`src/rtl/ide_dma_pkg.sv`:
```
package ide_dma_pkg;

  typedef enum logic [1:0] {
    OP_READ  = 2'd0,
    OP_WRITE = 2'd1,
    OP_TRIM  = 2'd2,
    OP_COPY  = 2'd3
  } dma_op_e;

  typedef enum logic {
    SQ_IDLE = 1'b0,
    SQ_WAIT = 1'b1
  } seq_state_e;

  localparam int SECT_SHIFT = 9;
  localparam int BLK_SHIFT  = 11;

  localparam logic [7:0] STAT_BUSY = 8'h80;
  localparam logic [7:0] STAT_DONE = 8'h50;
  localparam logic [7:0] STAT_FAIL = 8'h51;

endpackage

```
`src/rtl/ide_dma_offset.sv`:
```
module ide_dma_offset
  import ide_dma_pkg::*;
#(
  parameter int LBA_W = 28,
  parameter int IDX_W = 32,
  parameter int OFF_W = 40
) (
  input  logic [LBA_W-1:0] lba_i,
  input  logic [IDX_W-1:0] idx_i,
  input  logic             optical_i,
  output logic [OFF_W-1:0] off_o
);

  logic [OFF_W-1:0] base_disk;
  logic [OFF_W-1:0] base_opt;

  always_comb begin
    base_disk = OFF_W'({lba_i, {SECT_SHIFT{1'b0}}});
    base_opt  = OFF_W'({lba_i, {BLK_SHIFT{1'b0}}});
    off_o     = (optical_i ? base_opt : base_disk) + OFF_W'(idx_i);
  end

endmodule

```
`src/rtl/ide_dma_count.sv`:
```
module ide_dma_count #(
  parameter int W = 32
) (
  input  logic                clk,
  input  logic                rst_n,
  input  logic                load_i,
  input  logic [W-1:0]        load_val_i,
  input  logic                adv_i,
  input  logic [W-1:0]        adv_len_i,
  output logic signed [W-1:0] rem_o,
  output logic [W-1:0]        idx_o
);

  logic signed [W-1:0] rem_q, rem_d;
  logic [W-1:0]        idx_q, idx_d;
  logic                cnt_en;

  always_comb begin
    cnt_en = load_i | adv_i;
    rem_d  = rem_q;
    idx_d  = idx_q;
    if (load_i) begin
      rem_d = $signed(load_val_i);
      idx_d = '0;
    end else if (adv_i) begin
      rem_d = rem_q - $signed(adv_len_i);
      idx_d = idx_q + adv_len_i;
    end
  end

  always_ff @(posedge clk or negedge rst_n) begin
    if (!rst_n) begin
      rem_q <= '0;
      idx_q <= '0;
    end else if (cnt_en) begin
      rem_q <= rem_d;
      idx_q <= idx_d;
    end
  end

  assign rem_o = rem_q;
  assign idx_o = idx_q;

endmodule

```
`src/rtl/ide_dma_ctrl.sv`:
```
module ide_dma_ctrl
  import ide_dma_pkg::*;
#(
  parameter int LBA_W  = 28,
  parameter int SCNT_W = 9,
  parameter int LEN_W  = 32,
  parameter int ADDR_W = 32,
  parameter int OFF_W  = 40
) (
  input  logic                    clk,
  input  logic                    rst_n,
  input  logic                    start_i,
  input  logic                    start_optical_i,
  input  logic [1:0]              start_cmd_i,
  input  logic [SCNT_W-1:0]       start_sect_i,
  input  logic [LEN_W-1:0]        start_pkt_len_i,
  input  logic [LBA_W-1:0]        start_lba_i,
  input  logic                    chunk_valid_i,
  input  logic [ADDR_W-1:0]       chunk_addr_i,
  input  logic [LEN_W-1:0]        chunk_len_i,
  input  logic                    rsp_valid_i,
  input  logic                    rsp_err_i,
  input  logic signed [LEN_W-1:0] rem_i,
  input  logic [OFF_W-1:0]        offset_i,
  output logic                    cnt_load_o,
  output logic [LEN_W-1:0]        cnt_load_val_o,
  output logic                    cnt_adv_o,
  output logic [LBA_W-1:0]        lba_o,
  output logic                    optical_o,
  output logic                    req_valid_o,
  output logic [1:0]              req_op_o,
  output logic                    req_to_dev_o,
  output logic [OFF_W-1:0]        req_offset_o,
  output logic [ADDR_W-1:0]       req_addr_o,
  output logic [LEN_W-1:0]        req_len_o,
  output logic                    done_o,
  output logic                    park_o,
  output logic                    ok_o,
  output logic                    err_o,
  output logic [7:0]              status_o,
  output logic                    irq_o
);

  seq_state_e        state_q, state_d;
  logic              active_q, active_d;
  logic              optical_q, optical_d;
  dma_op_e           op_q, op_d;
  logic [LBA_W-1:0]  lba_q, lba_d;
  logic [7:0]        status_q, status_d;
  logic              irq_q, irq_d;

  logic              rv_q, rv_d;
  dma_op_e           rop_q, rop_d;
  logic              rdev_q, rdev_d;
  logic [OFF_W-1:0]  roff_q, roff_d;
  logic [ADDR_W-1:0] raddr_q, raddr_d;
  logic [LEN_W-1:0]  rlen_q, rlen_d;
  logic              done_q, done_d;
  logic              park_q, park_d;
  logic              ok_q, ok_d;
  logic              err_q, err_d;

  logic              rem_le0;
  logic              nonblock;
  logic [LEN_W-1:0]  copy_len;
  logic              issue;
  logic              ctx_en;

  always_comb begin
    rem_le0  = rem_i[LEN_W-1] | (rem_i == '0);
    nonblock = optical_q & (&lba_q);
    copy_len = ($unsigned(rem_i) < chunk_len_i) ? $unsigned(rem_i) : chunk_len_i;
  end

  always_comb begin
    state_d  = state_q;
    active_d = active_q;
    optical_d = optical_q;
    op_d     = op_q;
    lba_d    = lba_q;
    status_d = status_q;
    irq_d    = irq_q;
    rv_d     = 1'b0;
    rop_d    = OP_READ;
    rdev_d   = 1'b0;
    roff_d   = '0;
    raddr_d  = '0;
    rlen_d   = '0;
    done_d   = 1'b0;
    park_d   = 1'b0;
    ok_d     = 1'b0;
    err_d    = 1'b0;
    issue    = 1'b0;
    ctx_en   = start_i;

    if (start_i) begin
      state_d   = SQ_IDLE;
      active_d  = 1'b1;
      optical_d = start_optical_i;
      lba_d     = start_lba_i;
      status_d  = STAT_BUSY;
      irq_d     = 1'b0;
      if (start_optical_i || start_cmd_i == 2'd3) op_d = OP_READ;
      else                                        op_d = dma_op_e'(start_cmd_i);
    end else begin
      unique case (state_q)
        SQ_IDLE: begin
          if (chunk_valid_i) begin
            if (!active_q) begin
              park_d = 1'b1;
            end else if (rem_le0) begin
              ok_d     = 1'b1;
              done_d   = 1'b1;
              active_d = 1'b0;
              status_d = STAT_DONE;
              irq_d    = 1'b1;
            end else if (chunk_len_i == '0) begin
              done_d = 1'b1;
            end else if (nonblock) begin
              rv_d     = 1'b1;
              rop_d    = OP_COPY;
              raddr_d  = chunk_addr_i;
              rlen_d   = copy_len;
              ok_d     = 1'b1;
              done_d   = 1'b1;
              active_d = 1'b0;
              status_d = STAT_DONE;
              irq_d    = 1'b1;
            end else begin
              issue   = 1'b1;
              rv_d    = 1'b1;
              rop_d   = op_q;
              rdev_d  = (op_q == OP_WRITE) || (op_q == OP_TRIM);
              roff_d  = offset_i;
              raddr_d = chunk_addr_i;
              rlen_d  = chunk_len_i;
              state_d = SQ_WAIT;
            end
          end
        end
        SQ_WAIT: begin
          if (rsp_valid_i) begin
            state_d = SQ_IDLE;
            done_d  = 1'b1;
            if (rsp_err_i) begin
              err_d    = 1'b1;
              active_d = 1'b0;
              status_d = STAT_FAIL;
              irq_d    = 1'b1;
            end else if (rem_le0) begin
              ok_d     = 1'b1;
              active_d = 1'b0;
              status_d = STAT_DONE;
              irq_d    = 1'b1;
            end
          end
        end
        default: state_d = SQ_IDLE;
      endcase
    end
  end

  always_ff @(posedge clk or negedge rst_n) begin
    if (!rst_n) begin
      optical_q <= 1'b0;
      op_q      <= OP_READ;
      lba_q     <= '0;
    end else if (ctx_en) begin
      optical_q <= optical_d;
      op_q      <= op_d;
      lba_q     <= lba_d;
    end
  end

  always_ff @(posedge clk or negedge rst_n) begin
    if (!rst_n) begin
      state_q  <= SQ_IDLE;
      active_q <= 1'b0;
      status_q <= 8'h00;
      irq_q    <= 1'b0;
      rv_q     <= 1'b0;
      rop_q    <= OP_READ;
      rdev_q   <= 1'b0;
      roff_q   <= '0;
      raddr_q  <= '0;
      rlen_q   <= '0;
      done_q   <= 1'b0;
      park_q   <= 1'b0;
      ok_q     <= 1'b0;
      err_q    <= 1'b0;
    end else begin
      state_q  <= state_d;
      active_q <= active_d;
      status_q <= status_d;
      irq_q    <= irq_d;
      rv_q     <= rv_d;
      rop_q    <= rop_d;
      rdev_q   <= rdev_d;
      roff_q   <= roff_d;
      raddr_q  <= raddr_d;
      rlen_q   <= rlen_d;
      done_q   <= done_d;
      park_q   <= park_d;
      ok_q     <= ok_d;
      err_q    <= err_d;
    end
  end

  assign cnt_load_o     = start_i;
  assign cnt_load_val_o = start_optical_i ? start_pkt_len_i
                                          : LEN_W'({start_sect_i, {SECT_SHIFT{1'b0}}});
  assign cnt_adv_o      = issue;
  assign lba_o          = lba_q;
  assign optical_o      = optical_q;
  assign req_valid_o    = rv_q;
  assign req_op_o       = rop_q;
  assign req_to_dev_o   = rdev_q;
  assign req_offset_o   = roff_q;
  assign req_addr_o     = raddr_q;
  assign req_len_o      = rlen_q;
  assign done_o         = done_q;
  assign park_o         = park_q;
  assign ok_o           = ok_q;
  assign err_o          = err_q;
  assign status_o       = status_q;
  assign irq_o          = irq_q;

endmodule

```
`src/rtl/ide_dma_seq.sv`:
```
module ide_dma_seq
  import ide_dma_pkg::*;
#(
  parameter int LBA_W  = 28,
  parameter int SCNT_W = 9,
  parameter int LEN_W  = 32,
  parameter int ADDR_W = 32,
  localparam int OFF_W = ((LBA_W + BLK_SHIFT > LEN_W) ? LBA_W + BLK_SHIFT : LEN_W) + 1
) (
  input  logic              clk,
  input  logic              rst_n,
  input  logic              start_i,
  input  logic              start_optical_i,
  input  logic [1:0]        start_cmd_i,
  input  logic [SCNT_W-1:0] start_sect_i,
  input  logic [LEN_W-1:0]  start_pkt_len_i,
  input  logic [LBA_W-1:0]  start_lba_i,
  input  logic              chunk_valid_i,
  input  logic [ADDR_W-1:0] chunk_addr_i,
  input  logic [LEN_W-1:0]  chunk_len_i,
  input  logic              rsp_valid_i,
  input  logic              rsp_err_i,
  output logic              req_valid_o,
  output logic [1:0]        req_op_o,
  output logic              req_to_dev_o,
  output logic [OFF_W-1:0]  req_offset_o,
  output logic [ADDR_W-1:0] req_addr_o,
  output logic [LEN_W-1:0]  req_len_o,
  output logic              done_o,
  output logic              park_o,
  output logic              cmpl_ok_o,
  output logic              cmpl_err_o,
  output logic [7:0]        status_o,
  output logic              drv_irq_o,
  output logic [LEN_W-1:0]  xfer_idx_o,
  output logic [LEN_W-1:0]  remain_o
);

  logic                    cnt_load;
  logic [LEN_W-1:0]        cnt_load_val;
  logic                    cnt_adv;
  logic signed [LEN_W-1:0] rem;
  logic [LEN_W-1:0]        idx;
  logic [LBA_W-1:0]        lba;
  logic                    optical;
  logic [OFF_W-1:0]        offset;

  ide_dma_count #(.W(LEN_W)) u_count (
    .clk        (clk),
    .rst_n      (rst_n),
    .load_i     (cnt_load),
    .load_val_i (cnt_load_val),
    .adv_i      (cnt_adv),
    .adv_len_i  (chunk_len_i),
    .rem_o      (rem),
    .idx_o      (idx)
  );

  ide_dma_offset #(.LBA_W(LBA_W), .IDX_W(LEN_W), .OFF_W(OFF_W)) u_offset (
    .lba_i     (lba),
    .idx_i     (idx),
    .optical_i (optical),
    .off_o     (offset)
  );

  ide_dma_ctrl #(
    .LBA_W(LBA_W), .SCNT_W(SCNT_W), .LEN_W(LEN_W), .ADDR_W(ADDR_W), .OFF_W(OFF_W)
  ) u_ctrl (
    .clk             (clk),
    .rst_n           (rst_n),
    .start_i         (start_i),
    .start_optical_i (start_optical_i),
    .start_cmd_i     (start_cmd_i),
    .start_sect_i    (start_sect_i),
    .start_pkt_len_i (start_pkt_len_i),
    .start_lba_i     (start_lba_i),
    .chunk_valid_i   (chunk_valid_i),
    .chunk_addr_i    (chunk_addr_i),
    .chunk_len_i     (chunk_len_i),
    .rsp_valid_i     (rsp_valid_i),
    .rsp_err_i       (rsp_err_i),
    .rem_i           (rem),
    .offset_i        (offset),
    .cnt_load_o      (cnt_load),
    .cnt_load_val_o  (cnt_load_val),
    .cnt_adv_o       (cnt_adv),
    .lba_o           (lba),
    .optical_o       (optical),
    .req_valid_o     (req_valid_o),
    .req_op_o        (req_op_o),
    .req_to_dev_o    (req_to_dev_o),
    .req_offset_o    (req_offset_o),
    .req_addr_o      (req_addr_o),
    .req_len_o       (req_len_o),
    .done_o          (done_o),
    .park_o          (park_o),
    .ok_o            (cmpl_ok_o),
    .err_o           (cmpl_err_o),
    .status_o        (status_o),
    .irq_o           (drv_irq_o)
  );

  assign xfer_idx_o = idx;
  assign remain_o   = rem;

endmodule

```
`config.mk`:
```
export PLATFORM = sky130hd
export DESIGN_NAME = ide_dma_seq
export DESIGN_NICKNAME = d
export VERILOG_FILES = /design/src/rtl/ide_dma_pkg.sv /design/src/rtl/ide_dma_offset.sv /design/src/rtl/ide_dma_count.sv /design/src/rtl/ide_dma_ctrl.sv /design/src/rtl/ide_dma_seq.sv
export SDC_FILE = /design/constraint.sdc
export NUM_CORES = 1
export LEC_CHECK = 0
export ABC_AREA = 1
export CAP_MARGIN = 20
export CORE_AREA = 2 2 219 243
export CTS_BUF_LIST = sky130_fd_sc_hd__clkbuf_8
export CTS_CLUSTER_SIZE = 25
export DETAILED_ROUTE_END_ITERATION = 8
export DIE_AREA = 0 0 221 245
export GPL_TIMING_DRIVEN = 0
export PLACE_DENSITY = 0.6
export SKIP_CTS_REPAIR_TIMING = 1
export SYNTH_ARGS = -nofsm -noshare
export SYNTH_HDL_FRONTEND = slang
export SYNTH_SLANG_ARGS = --single-unit
export TNS_END_PERCENT = 50
```
`constraint.sdc`:
```
create_clock -name clk -period 8.85 [get_ports clk]
set_input_delay 2.655 -clock clk [delete_from_list [all_inputs] [get_ports clk]]
set_output_delay 2.655 -clock clk [all_outputs]
set_load 0.02 [all_outputs]
```
==> flow_summary.json, run 1 <==
{
  "clk_pin_slew_ns": 0.06,
  "cts_tree": "yes",
  "timing.final.crit_share_pct": 62.0,
  "p_leak_uw": 0.0104,
  "cts_buffer_depth": 3,
  "placement.io_buffers": 321,
  "hp-class": "reg2reg",
  "hold-path-cell-count": 2,
  "power_uw": 4800,
  "grt_max_degree": 114,
  "setup_violations": 0,
  "fp.dieH_um": 245,
  "tightest_slew_ns": 1.17,
  "wire_per_inst_um": 19.2,
  "use_met2_pct": 38.6,
  "path_class": "in2reg",
  "r2r-start": "u_ctrl.optical_o",
  "grt_pass1_vias": 15900,
  "use_met3_pct": 4.41,
  "synthCells": 2355,
  "yosysTopAreaCell": "dfrtp_1",
  "fin_util_pct": 39.4,
  "avgSynthCellArea_um2": 6.51,
  "relSlewSlack_pct": 22.1,
  "synth.distinct_cells": 47,
  "synth_seq_area_share_pct": 34.6,
  "regToRegEndpoint": "u_ctrl.req_offset_o[35]",
  "grt_busiest_layer": "met2",
  "drc": 0,
  "totalWireLength_um": 65700,
  "cp_data_required_time_ns": 9.33,
  "final_nets": 2955,
  "path_max_fanout": 10,
  "crit_path_start": "chunk_len_i[0]",
  "finalHoldViolCount": 0,
  "cp-end-kind": "flop",
  "fin_skew_ns": 0.0443,
  "async_flop_share_pct": 100,
  "std_cell_rows": 88,
  "vias": 16500,
  "cts-buffers-inserted": 42,
  "yosys_warnings": 0,
  "die_w_um": 221,
  "first_pass_iters": 6,
  "gp_congestion": 0.926,
  "regToRegSetupSlack_ns": 4.69,
  "ys.flop_type": "dfrtp_1",
  "netlist.area_leader.share_pct": 34.6,
  "areaGrowthSynthToFinish_pct": 33.1,
  "synth_seq_cells": 212,
  "grt-ovfl-total": 0,
  "status": "finished, final reports clean",
  "met1_usage_pct": 32.1,
  "drtAntennaViolNets": 0,
  "period_needed_ns": 5.49,
  "rsz0062_at_grt": "no",
  "design.portCount": 327,
  "start_util_pct": 29.6,
  "insertion_delay_ns": 0.63,
  "drv_cap": 0,
  "syn_area_um2": 15300,
  "vdd_drop_max_mv": 0.120,
  "antenna_found_initial": 2,
  "fmax_ghz": 0.182,
  "grt_pass1_wl_um": 98000,
  "worstSetupStartpointType": "input pin",
  "dp_hpwl_um": 53500,
  "rr_worst_depth": 15,
  "hold_path.startpoint": "u_ctrl.status_o[7]",
  "cts_root_buf": "clkbuf_8",
  "synth_area_leaders": "dfrtp_1 (35%), nand2_1 (18%), inv_1 (8.7%)",
  "routed_via_density": 4.82,
  "drive_gt1_share_pct": 5.05,
  "die_area_um2": 54100,
  "slew_violations": 0,
  "cts_max_level": 2,
  "min_to": "u_ctrl.status_o[7]",
  "grt_use_total_pct": 23.7,
  "core-area_um2": 51900,
  "synth_enable_flop_cells": 0,
  "numClockSinks": 212,
  "drt_iter0_markers": 1074,
  "p_per_area_nw_per_um2": 235,
  "critPathArrivalTime_ns": 5.97
}
==> flip-flops by register name (all words and copies together) (netlist names), 2 cells and up <==
register and cells:
u_count.idx_o 32, u_count.rem_o 32, u_ctrl.lba_o 28, u_ctrl.op_q 2
u_ctrl.req_addr_o 32, u_ctrl.req_len_o 32, u_ctrl.req_offset_o 40, u_ctrl.req_op_o 2
u_ctrl.status_o 3
==> report_power, final <==
part           internal, uW  leakage, uW  switching [uW]  total, uW
Clock                   702     0.000513             477       1180
Sequential             1120      0.00282             198       1310
Combinational           844      0.00702            1460       2310
==> layout by cell type, fill, tap and decap left out, types with 4 or more instances in the layout <==
cell type | synthesis | layout
buf_6 | 9 | 9
buf_2 | 18 | 18
inv_1 | 355 | 362
clkinv_2 | 0 | 8
ha_1 | 86 | 86
nor2_1 | 345 | 345
o21ai_1 | 12 | 12
nand3b_1 | 9 | 9
nand4_1 | 14 | 14
nor3_1 | 19 | 19
xor2_1 | 5 | 5
or2_2 | 7 | 7
bufinv_16 | 0 | 7
o21ai_0 | 129 | 129
a21oi_1 | 146 | 146
nand3_1 | 145 | 145
dfrtp_1 | 212 | 212
clkdlybuf4s50_1 | 0 | 320
clkinvlp_4 | 0 | 4
a21o_1 | 7 | 7
clkbuf_8 | 0 | 48
clkbuf_1 | 23 | 23
xnor2_1 | 25 | 25
o21ai_2 | 10 | 10
buf_4 | 10 | 10
o21bai_1 | 4 | 4
inv_2 | 4 | 4
nand2_1 | 722 | 722
conb_1 | 1 | 4
==> cells by family (layout without fill, tap and decap cells) <==
family / count (synthesis) / count (layout) / share of synthesized area (%)
flip-flops: 212 / 212 / 34.6
AO/OA/AOI/OAI: 326 / 326 / 11.4
buffers and inverters: 423 / 819 / 11.3
adder cells (fa/ha/maj): 89 / 89 / 7.41
XOR/XNOR: 30 / 30 / 1.71
AND/OR/NAND/NOR: 1274 / 1274 / 33.5
other: 1 / 7 / 0.0245
==> routing by layer <==
layer	vias up	share of wire, %	wire length, um
li1	8128	-	-
met1	7773	46	29900
met2	561	45	29900
met3	81	6.5	4300
met4	2	2.5	1620
met5	-	0.012	8
==> cell usage after synthesis (9+ instances only) <==
| master | n |
|---|---|
| a21oi_1 | 146 |
| nand3b_1 | 9 |
| nand2_1 | 722 |
| nor2_1 | 345 |
| o21ai_0 | 129 |
| nand3_1 | 145 |
| nand4_1 | 14 |
| dfrtp_1 | 212 |
| clkbuf_1 | 23 |
| xnor2_1 | 25 |
| o21ai_1 | 12 |
| inv_1 | 355 |
| buf_4 | 10 |
| buf_6 | 9 |
| o21ai_2 | 10 |
| ha_1 | 86 |
| nor3_1 | 19 |
| buf_2 | 18 |
==> stage by stage <==
step           std cells  hold WS, ns  worst slack (ns)  setup TNS [ns]  area (um2)
3_3_place_gp        3354        0.460             -4.13         -866.47       19400
6_report            3432        0.476              3.36               0       20400
2_1_floorplan       2358        0.438              4.34               0       15300
5_1_grt             3430        0.491              3.33               0       20400
3_5_place_dp        3355        0.463              2.84               0       19400
4_1_cts             3429        0.477              3.49               0       20400
==> final cells by class <==
cell class                      count  area, um2
Fill cell                        5531      31400
Multi-Input combinational cell   1723       8310
Sequential cell                   212       5310
Timing Repair Buffer              322       3250
Inverter                          360       1350
Tap cell                          675        845
Clock buffer                       48        661
Buffer                             63        387
Clock inverter                     26        307
Antenna cell                        3       7.51
==> worst max-delay path by stage <==
stage / depth (start not counted) / to / slack, ns
after global routing: 16 / u_ctrl.req_len_o[20] / 3.33
final: 16 / u_ctrl.req_len_o[20] / 3.36
after CTS: 16 / u_ctrl.req_len_o[20] / 3.49
after floorplan: 14 / u_ctrl.req_len_o[21] / 4.34
after detailed placement: 16 / u_ctrl.req_len_o[20] / 2.84
after global placement: 1 / u_ctrl.req_len_o[11] / -4.13
==> worst max-delay path, cell delays in order <==
cell and delay (ns):
clkdlybuf4s50_1 0.68, ha_1 0.39, fa_1 0.37, inv_1 0.17
nand3_1 0.09, nand3_1 0.19, nand2_1 0.08, nand2_1 0.17
inv_1 0.09, o21bai_2 0.14, nand3b_1 0.10, buf_4 0.21
buf_6 0.17, nand3_1 0.08, nand2_1 0.08, nor2_1 0.29
(Power assumes the default switching activity.)
==> run 2: changes to the inputs <==
--- a/config.mk
+++ b/config.mk
@@ -13,7 +13,7 @@
 export DETAILED_ROUTE_END_ITERATION = 8
 export DIE_AREA = 0 0 221 245
 export GPL_TIMING_DRIVEN = 0
-export PLACE_DENSITY = 0.6
+export PLACE_DENSITY = 0.62
 export SKIP_CTS_REPAIR_TIMING = 1
 export SYNTH_ARGS = -nofsm -noshare
 export SYNTH_HDL_FRONTEND = slang
==> constraint.sdc (replaced) <==
create_clock -name clk -period 5.04 [get_ports clk]
set_input_delay 1.512 -clock clk [delete_from_list [all_inputs] [get_ports clk]]
set_output_delay 1.512 -clock clk [all_outputs]
set_load 0.02 [all_outputs]
==> flow_summary.json, run 2 (same netlist as run 1, synthesis figures left out) <==
{
  "fillers": 5652,
  "design.portCount": 327,
  "grt-ovfl-total": 0,
  "setup_violations": 0,
  "clk_pin_slew_ns": 0.06,
  "p_seq_share_pct": 27.7,
  "dp.cells": 3356,
  "antenna_found_initial": 8,
  "p_leak_uw": 0.0104,
  "cts_max_level": 2,
  "die_area_um2": 54100,
  "relSlewSlack_pct": 35.7,
  "drv_cap": 0,
  "mostFrequentLayoutCells": "nand2_1 (722), inv_1 (364), nor2_1 (345), clkdlybuf4s50_1 (320), dfrtp_1 (212)",
  "p_sw_uw": 3680,
  "drtAntennaViolNets": 0,
  "areaGrowthSynthToFinish_pct": 33.3,
  "totalWireLength_um": 61800,
  "crit_path_start": "chunk_len_i[0]",
  "power.internal_uw": 4650,
  "timing.final.crit_share_pct": 81.7,
  "cp-end-kind": "flop",
  "min_to": "u_ctrl.park_o",
  "cts_root_buf": "clkbuf_8",
  "power_uw": 8330,
  "r2r-start": "u_ctrl.optical_o",
  "hp-class": "reg2reg",
  "p_clk_share_pct": 24.8,
  "fmax_ghz": 0.243,
  "gp_congestion": 0.952,
  "placement.io_buffers": 321,
  "vias": 16300,
  "cts-buffers-inserted": 42,
  "fp.dieH_um": 245,
  "wl_met3_um": 4980,
  "sw_frac_of_total_pct": 44.2,
  "dr_wl_met2_um": 27700,
  "worstSetupStartpointType": "input pin",
  "cts_tree": "yes",
  "drive_gt1_share_pct": 5.11,
  "p_per_area_nw_per_um2": 407,
  "dp_hpwl_um": 49700,
  "vdd_drop_max_mv": 0.211,
  "regToRegSetupSlack_ns": 0.98,
  "cp_data_required_time_ns": 5.56,
  "layoutNonFillerInstCount": 3435,
  "combPwrFrac_pct": 47.5,
  "top_layer": "met5",
  "numClockSinks": 212,
  "slew_violations": 0,
  "cts_buffer_depth": 3,
  "path_class": "in2reg",
  "met1_length_um": 26800,
  "fin_skew_ns": 0.0517,
  "routed_via_density": 4.75,
  "path_max_fanout": 10,
  "first_pass_iters": 5,
  "regToRegEndpoint": "u_ctrl.req_offset_o[35]",
  "final_common_cell": "nand2_1",
  "grt_pass1_wl_um": 92200,
  "dpl-instance-area_um2": 19500,
  "wire_per_inst_um": 18.0,
  "period_needed_ns": 4.12,
  "core-area_um2": 51900,
  "status": "finished, final reports clean",
  "finalHoldViolCount": 0,
  "drt_iter0_markers": 1209,
  "rsz0062_at_grt": "no",
  "final_nets": 2956,
  "hold_path.startpoint": "u_ctrl.active_q",
  "critPathArrivalTime_ns": 4.64,
  "largest_register_ffs": 40,
  "die_w_um": 221,
  "start_util_pct": 29.6,
  "tightest_slew_ns": 0.964,
  "grt_pass1_vias": 15600,
  "grt_use_total_pct": 22.3,
  "grt_max_degree": 99,
  "design_area_um2": 20400,
  "drc": 0,
  "std_cell_rows": 88,
  "rr_worst_depth": 16,
  "hold-path-cell-count": 1,
  "insertion_delay_ns": 0.64
}
run 2: per-stage QoR:
step	setup TNS (ns)	utilization (%)	setup slack (ns)	hold WS [ns]
floorplan	0	-	1.67	0.438
global placement	-1489.70	37.4	-7.07	0.460
detailed placement	0	37.5	0.336	0.472
CTS	0	39.4	1.01	0.481
global route	0	39.4	0.632	0.524
finish	0	39.4	0.924	0.482
run 2: area by class of cell:
type | instances | area (um2) | share of cell area, %
multi-input combinational | 1723 | 8310 | 40.6
clock buffer | 53 | 729 | 3.57
timing repair buffer | 323 | 3270 | 16.0
inverter | 360 | 1350 | 6.61
buffer | 63 | 387 | 1.89
tap | 675 | 845 | 4.13
sequential | 212 | 5310 | 26.0
antenna | 2 | 5.00 | 0.0245
clock inverter | 24 | 243 | 1.19
run 2: how the worst max path moves through the flow:
stage                     depth (start not counted)                      end
final                                            16     u_ctrl.req_len_o[18]
after global routing                             15  u_ctrl.req_offset_o[35]
after CTS                                        16     u_ctrl.req_len_o[18]
after detailed placement                         16     u_ctrl.req_len_o[18]
after global placement                            1         u_count.rem_o[8]
after floorplan                                  14     u_ctrl.req_len_o[21]
run 2: worst max-delay path, stage by stage:
cell	delay (ns)
clkdlybuf4s50_1	0.65
ha_1	0.37
fa_1	0.38
inv_1	0.15
nand3_1	0.09
nand3_1	0.17
nand2_1	0.08
nand2_1	0.16
inv_1	0.09
o21bai_2	0.14
nand3b_1	0.09
buf_4	0.21
buf_6	0.17
nand3_1	0.07
nand2_1	0.05
nor2_1	0.23
run 2: metal layers:
layer | track usage [%] | up-vias
met1 | 28.8 | 7450
li1 | - | 8130
met2 | 36.2 | 615
met5 | 0 | -
met3 | 5.22 | 113
met4 | 8.67 | 10
run 2: power groups by stage:
stage	logic [uW]	registers, uW	clock network [uW]
global route	4390	2340	2190
detailed placement	3910	2340	0
CTS	3940	2310	2120
global placement	3890	2350	0
floorplan	2240	2480	0
finish	3960	2310	2060
